File: src/rtl/cst_pkg.sv
package cst_pkg;
  localparam int unsigned ADD_W = 32;

  function automatic logic maj3(input logic x, input logic y, input logic z);
    return (x & y) | (x & z) | (y & z);
  endfunction
endpackage

File: src/rtl/cst_fa_stage.sv
module cst_fa_stage (
  input  logic a,
  input  logic b,
  input  logic ci,
  output logic s,
  output logic co
);
  import cst_pkg::*;
  assign s  = a ^ b ^ ci;
  assign co = maj3(a, b, ci);
endmodule

File: src/rtl/cst_carry_path.sv
module cst_carry_path #(
  parameter int unsigned WIDTH = cst_pkg::ADD_W
) (
  input  logic             test_mode,
  input  logic [WIDTH-1:0] a,
  input  logic [WIDTH-1:0] b,
  input  logic             cin,
  input  logic [WIDTH-2:0] ctrl,   // ctrl[k] feeds stage k+1 in test mode
  output logic [WIDTH-1:0] sum,
  output logic [WIDTH-1:0] co      // carry output of each stage
);
  logic [WIDTH-1:0] ci;

  assign ci[0] = cin;

  for (genvar i = 0; i < WIDTH; i++) begin : g_stage
    if (i > 0) begin : g_mux
      assign ci[i] = test_mode ? ctrl[i-1] : co[i-1];
    end
    cst_fa_stage u_fa (
      .a (a[i]),
      .b (b[i]),
      .ci(ci[i]),
      .s (sum[i]),
      .co(co[i])
    );
  end

  always_comb begin
    if (test_mode) begin
      p_stage0_direct_r2: assert (sum[0] == (a[0] ^ b[0] ^ cin));
    end
  end
endmodule

File: src/rtl/cst_ctrl_chain.sv
module cst_ctrl_chain #(
  parameter int unsigned LEN = cst_pkg::ADD_W - 1
) (
  input  logic           clk,
  input  logic           rst_n,
  input  logic           shift_en,
  input  logic           serial_in,
  output logic [LEN-1:0] q          // q[0] nearest serial_in
);
  always_ff @(posedge clk or negedge rst_n) begin
    if (!rst_n)        q <= '0;
    else if (shift_en) q <= {q[LEN-2:0], serial_in};
  end

  p_hold_idle_r3: assert property (@(posedge clk) disable iff (!rst_n)
    !shift_en |=> $stable(q));
  p_entry_bit_r3: assert property (@(posedge clk) disable iff (!rst_n)
    shift_en |=> q[0] == $past(serial_in));
  p_move_up_r3: assert property (@(posedge clk) disable iff (!rst_n)
    shift_en |=> q[LEN-1:1] == $past(q[LEN-2:0]));
endmodule

File: src/rtl/cst_capture_chain.sv
module cst_capture_chain #(
  parameter int unsigned LEN = cst_pkg::ADD_W - 1
) (
  input  logic           clk,
  input  logic           rst_n,
  input  logic           load,
  input  logic           shift,
  input  logic [LEN-1:0] par_in,
  output logic           serial_out
);
  logic [LEN-1:0] q;

  always_ff @(posedge clk or negedge rst_n) begin
    if (!rst_n)     q <= '0;
    else if (load)  q <= par_in;
    else if (shift) q <= {q[LEN-2:0], 1'b0};
  end

  assign serial_out = q[LEN-1];

  p_load_wins_r6: assert property (@(posedge clk) disable iff (!rst_n)
    load |=> q == $past(par_in));
  p_shift_fill_r5: assert property (@(posedge clk) disable iff (!rst_n)
    (!load && shift) |=> q[0] == 1'b0 && serial_out == $past(q[LEN-2]));
  p_hold_r5: assert property (@(posedge clk) disable iff (!rst_n)
    (!load && !shift) |=> $stable(q));
endmodule

File: src/rtl/carry_scan_adder.sv
module carry_scan_adder #(
  parameter int unsigned WIDTH = cst_pkg::ADD_W
) (
  input  logic             clk,
  input  logic             rst_n,
  input  logic [WIDTH-1:0] a,
  input  logic [WIDTH-1:0] b,
  input  logic             cin,
  output logic [WIDTH-1:0] sum,
  output logic             cout,
  input  logic             test_mode,
  input  logic             scan_in,
  input  logic             ctl_shift_en,
  input  logic             cap_load,
  input  logic             cap_shift,
  output logic             scan_out
);
  localparam int unsigned NLINK = WIDTH - 1;

  logic [NLINK-1:0] ctrl;
  logic [WIDTH-1:0] stage_co;

  cst_ctrl_chain #(.LEN(NLINK)) u_ctrl (
    .clk      (clk),
    .rst_n    (rst_n),
    .shift_en (ctl_shift_en),
    .serial_in(scan_in),
    .q        (ctrl)
  );

  cst_carry_path #(.WIDTH(WIDTH)) u_path (
    .test_mode(test_mode),
    .a        (a),
    .b        (b),
    .cin      (cin),
    .ctrl     (ctrl),
    .sum      (sum),
    .co       (stage_co)
  );

  cst_capture_chain #(.LEN(NLINK)) u_cap (
    .clk       (clk),
    .rst_n     (rst_n),
    .load      (cap_load),
    .shift     (cap_shift),
    .par_in    (stage_co[WIDTH-2:0]),
    .serial_out(scan_out)
  );

  assign cout = stage_co[WIDTH-1];

  always_comb begin
    if (rst_n && !test_mode) begin
      p_normal_sum_r1: assert ({cout, sum} == ({1'b0, a} + {1'b0, b} + {{WIDTH{1'b0}}, cin}));
    end
  end

  p_capture_top_r4: assert property (@(posedge clk) disable iff (!rst_n)
    cap_load |=> scan_out == $past(stage_co[WIDTH-2]));
endmodule

File: config.mk
export PLATFORM = sky130hd
export DESIGN_NAME = carry_scan_adder
export DESIGN_NICKNAME = d
export VERILOG_FILES = /design/src/rtl/cst_pkg.sv /design/src/rtl/cst_fa_stage.sv /design/src/rtl/cst_carry_path.sv /design/src/rtl/cst_ctrl_chain.sv /design/src/rtl/cst_capture_chain.sv /design/src/rtl/carry_scan_adder.sv
export SDC_FILE = /design/constraint.sdc
export NUM_CORES = 1
export LEC_CHECK = 0
export ABC_AREA = 1
export BUFFER_PORTS_ARGS = -buffer_cell sky130_fd_sc_hd__buf_2
export CORE_MARGIN = 3
export CORE_UTILIZATION = 53
export DETAILED_ROUTE_END_ITERATION = 10
export GPL_TIMING_DRIVEN = 0
export PLACE_DENSITY = 0.86
export SYNTH_ARGS = -nofsm -noshare
export SYNTH_HDL_FRONTEND = slang
export SYNTH_SLANG_ARGS = --single-unit
File: constraint.sdc
create_clock -name clk -period 28.7 [get_ports clk]
set_clock_uncertainty 0.1 [all_clocks]
set_input_delay 4.305 -clock clk [delete_from_list [all_inputs] [get_ports clk]]
set_output_delay 4.305 -clock clk [all_outputs]
set_load 0.05 [all_outputs]
==> impl_metrics.prom <==
# TYPE chip_impl_metric gauge
chip_impl_metric{name="synth_edf_count",unit=""} 0
chip_impl_metric{name="area_taken_by_multi_input_logic_gates",unit="um2"} 1900
chip_impl_metric{name="insertedDiodeCount",unit=""} 0
chip_impl_info{name="clockRootBuffer",value="sky130_fd_sc_hd__clkbuf_8"} 1
chip_impl_metric{name="r2r_setup_slack",unit="ns"} 10.39
chip_impl_info{name="min_path_type",value="flop to flop"} 1
chip_impl_metric{name="via_count",unit=""} 3604
chip_impl_metric{name="critPathArrivalTime",unit="ns"} 23.05
chip_impl_metric{name="cts_max_level",unit=""} 3
chip_impl_metric{name="design_power_total",unit="uW"} 315
chip_impl_info{name="critPathSlowestCell",value="sky130_fd_sc_hd__fa_1"} 1
chip_impl_metric{name="cts-resized-gates",unit=""} 0
chip_impl_metric{name="timing.slew.headroom",unit="%"} 46.7
chip_impl_info{name="ys_top_cells_by_count",value="214 x sky130_fd_sc_hd__nand2_1, 62 x sky130_fd_sc_hd__dfrtp_1, 39 x sky130_fd_sc_hd__inv_1"} 1
chip_impl_info{name="crit_path_end_kind",value="output pin"} 1
chip_impl_metric{name="worst-r2r-cell-count",unit=""} 94
chip_impl_info{name="holdCritStartpoint",value="u_cap.q[18]"} 1
chip_impl_metric{name="path_buf_inv",unit=""} 5
chip_impl_metric{name="viasPerCell",unit=""} 5.04
chip_impl_info{name="synth_largest_area_cell",value="sky130_fd_sc_hd__dfrtp_1"} 1
chip_impl_info{name="cts_tree",value="done"} 1
chip_impl_metric{name="routed_wl",unit="um"} 9640
chip_impl_metric{name="avgSynthCellArea",unit="um2"} 7.89
chip_impl_metric{name="part_of_the_yosys_area_used_for_sequential_elements",unit="%"} 39.3
chip_impl_metric{name="number_of_failing_setup_endpoints_in_the_final_timing_report",unit=""} 0
chip_impl_metric{name="hold_violations",unit=""} 0
chip_impl_metric{name="buffer_ports.inserted",unit=""} 103
chip_impl_metric{name="nets_finish",unit=""} 718
chip_impl_metric{name="antenna_violations_before_repair",unit=""} 0
chip_impl_metric{name="dieWidth",unit="um"} 92.3
chip_impl_info{name="worstHoldEndpoint",value="u_cap.q[18]"} 1
chip_impl_metric{name="path_max_fanout",unit=""} 10
chip_impl_metric{name="clk_path_buf_depth",unit=""} 2
chip_impl_metric{name="final-seq-area",unit="um2"} 1550
chip_impl_metric{name="routabilityCongestion",unit=""} 0.803
chip_impl_metric{name="power.density",unit="nW/um2"} 65.3
chip_impl_metric{name="timing.setup.tns",unit="ns"} 0
chip_impl_metric{name="core",unit="um2"} 7020
chip_impl_metric{name="first_pass_grt_wire_length",unit="um"} 16300
chip_impl_metric{name="initial_core_util",unit="%"} 56.2
chip_impl_metric{name="io-pin-count",unit=""} 106
chip_impl_metric{name="first_iter_violations",unit=""} 297
chip_impl_metric{name="placement_rows",unit=""} 30
chip_impl_metric{name="numClockSinks",unit=""} 62
chip_impl_metric{name="drt-wirelength-per-cell",unit="um"} 13.5
chip_impl_metric{name="cts.reportedPaths.clkPinSlew",unit="ns"} 0.07
chip_impl_metric{name="grt_use_total",unit="%"} 24.0
chip_impl_metric{name="synthCells",unit=""} 500
chip_impl_info{name="unrepaired_setup_endpoints_after_global_routing",value="no"} 1
chip_impl_metric{name="synthesis.nets",unit=""} 604
chip_impl_metric{name="drv.max_cap_violation_count",unit=""} 0
chip_impl_info{name="synth.top_cells.by_area",value="sky130_fd_sc_hd__dfrtp_1 39%, sky130_fd_sc_hd__nand2_1 20%, sky130_fd_sc_hd__fa_1 16%"} 1
chip_impl_metric{name="post_route_cells_drive_above_1_share",unit="%"} 29.6
chip_impl_info{name="synth_flop_cell",value="sky130_fd_sc_hd__dfrtp_1"} 1
chip_impl_metric{name="timing_max_transition_violations_final",unit=""} 0
chip_impl_metric{name="postCtsHoldBufs",unit=""} 0
chip_impl_metric{name="fin_crit",unit="ns"} 27.45
chip_impl_metric{name="floorplan.die_area",unit="um2"} 8510
chip_impl_metric{name="syn2layout_area_growth",unit="%"} 22.5
chip_impl_metric{name="timing.critical_path.required",unit="ns"} 24.29
chip_impl_metric{name="layout_worst_path_cycle_share",unit="%"} 95.6
chip_impl_metric{name="fmax",unit="MHz"} 36.4
chip_impl_metric{name="grt_max_degree",unit=""} 63
chip_impl_metric{name="drc_errors",unit=""} 0
chip_impl_metric{name="synth_largest_type_area_fraction",unit="%"} 39.3
chip_impl_metric{name="ir_worst_vdd",unit="mV"} 0.0397
chip_impl_metric{name="post_cts.repair.setup_buffers",unit=""} 0
chip_impl_metric{name="yosysUniqueCellTypes",unit=""} 13
chip_impl_metric{name="whs_path_depth",unit=""} 2
chip_impl_metric{name="timing.critical_path.slowest_cell_delay",unit="ns"} 0.44
chip_impl_metric{name="mappedNetlistArea",unit="um2"} 3940
chip_impl_info{name="regToRegStartpoint",value="u_ctrl.q[0]"} 1
chip_impl_metric{name="dieHeight",unit="um"} 92.3
chip_impl_info{name="status",value="finished, final reports clean"} 1
chip_impl_metric{name="ys_warn_count",unit=""} 0
chip_impl_metric{name="hpwlAfterDp",unit="um"} 7110
chip_impl_info{name="start_kind",value="primary input"} 1
chip_impl_metric{name="cts_buffers",unit=""} 9
chip_impl_metric{name="first_global_vias",unit=""} 3620
chip_impl_metric{name="n_fill_cell",unit=""} 554
chip_impl_metric{name="async_reset_ff_share",unit="%"} 100
chip_impl_metric{name="antenna_left",unit=""} 0
chip_impl_metric{name="skew_pair_late_insertion_delay",unit="ns"} 0.34
chip_impl_metric{name="power_leakage",unit="nW"} 2.61
chip_impl_info{name="worst-setup-path-type",value="primary input to output pin"} 1
chip_impl_metric{name="global_route.overflow_total",unit=""} 0
chip_impl_metric{name="tightest_slew",unit="ns"} 0.799
chip_impl_metric{name="synth.ff_latch_count",unit=""} 62
chip_impl_info{name="synthMostInstantiatedCell",value="sky130_fd_sc_hd__nand2_1"} 1
chip_impl_info{name="kind_of_cell_with_the_highest_combined_delay_on_the_critical_path",value="adder cells"} 1
chip_impl_info{name="worstReg2RegEnd",value="u_cap.q[30]"} 1
chip_impl_metric{name="dr.pass1.iters",unit=""} 5
==> layout by cell type (no fill, tap or decap), types with 2 or more instances in the layout <==
cell / instances
sky130_fd_sc_hd__clkbuf_1: 5
sky130_fd_sc_hd__fa_1: 25
sky130_fd_sc_hd__nand2_1: 214
sky130_fd_sc_hd__buf_4: 33
sky130_fd_sc_hd__o21ai_0: 32
sky130_fd_sc_hd__clkinv_2: 2
sky130_fd_sc_hd__dfrtp_1: 62
sky130_fd_sc_hd__inv_1: 39
sky130_fd_sc_hd__fa_2: 7
sky130_fd_sc_hd__clkbuf_4: 2
sky130_fd_sc_hd__clkinvlp_4: 2
sky130_fd_sc_hd__nor2_1: 29
sky130_fd_sc_hd__buf_2: 121
sky130_fd_sc_hd__clkbuf_8: 10
sky130_fd_sc_hd__bufinv_16: 2
sky130_fd_sc_hd__inv_2: 2
sky130_fd_sc_hd__a21oi_1: 29
==> layer usage <==
| layer | vias to the layer above | part of all wire (%) | GRT usage (%) |
|---|---|---|---|
| met4 | 0 | 2.1 | 9.16 |
| li1 | 1702 | - | - |
| met5 | - | 0 | 0 |
| met3 | 25 | 6.0 | 4.43 |
| met2 | 133 | 51 | 42.0 |
| met1 | 1744 | 41 | 29.4 |
==> per-stage QoR <==
| step | setup slack, ns | instance area [um2] | utilization, % | instances | hold slack, ns |
|---|---|---|---|---|---|
| after floorplan | 3.17 | 3940 | - | 500 | 0.349 |
| after global placement | 1.12 | 4580 | 65.2 | 699 | 0.360 |
| after detailed placement | 0.895 | 4580 | 65.2 | 699 | 0.365 |
| after CTS | 0.760 | 4800 | 68.4 | 715 | 0.384 |
| after global routing | 0.0243 | 4830 | 68.8 | 715 | 0.406 |
| final | 1.25 | 4830 | 68.8 | 715 | 0.382 |
==> cells by family (layout without fill, tap and decap cells) <==
family / count (synthesis) / in the layout / share of synthesized area, %
fa+ha+maj: 32 / 32 / 16.2
flops: 62 / 62 / 39.3
buf+inv: 99 / 218 / 13.1
compound gates: 63 / 63 / 7.99
simple gates: 244 / 244 / 23.3
==> worst register-to-register path: cells and delay by family (launching register included) <==
family          cells  cell delay, ns
simple gates       34            3.32
compound gates     30            1.94
flops               1            0.40
fa+ha+maj          30           12.46
==> power by group <==
part           internal, mW  switching (mW)
Sequential            0.101         0.00741
Combinational        0.0416          0.0791
Clock                0.0509          0.0359
Total                 0.193           0.122
==> worst max-delay path by stage <==
stage               from      end  slack, ns  cells after the start
4_1_cts        test_mode  sum[31]       0.76                     96
6_report       test_mode  sum[31]       1.25                     97
3_3_place_gp   test_mode  sum[31]       1.12                     96
2_1_floorplan  test_mode  sum[31]       3.17                     96
5_1_grt        test_mode  sum[31]       0.02                     97
3_5_place_dp   test_mode  sum[31]       0.90                     96
==> final cells by class <==
cell class              count  share of cell area (%)
repair buffers            103                    10.8
plain buffers              58                    7.59
well taps                  96                    2.49
inverters                  41                    3.19
clock buffers              10                    2.85
clock inverters             6                    1.76
multi-input cells         339                    39.2
flip-flops and latches     62                    32.1
==> registers in the layout, indices dropped and copies added, names as in the netlist <==
name and flops:
u_cap.q 31, u_ctrl.q 31
Note: power is estimated with default switching activity, not from simulation.
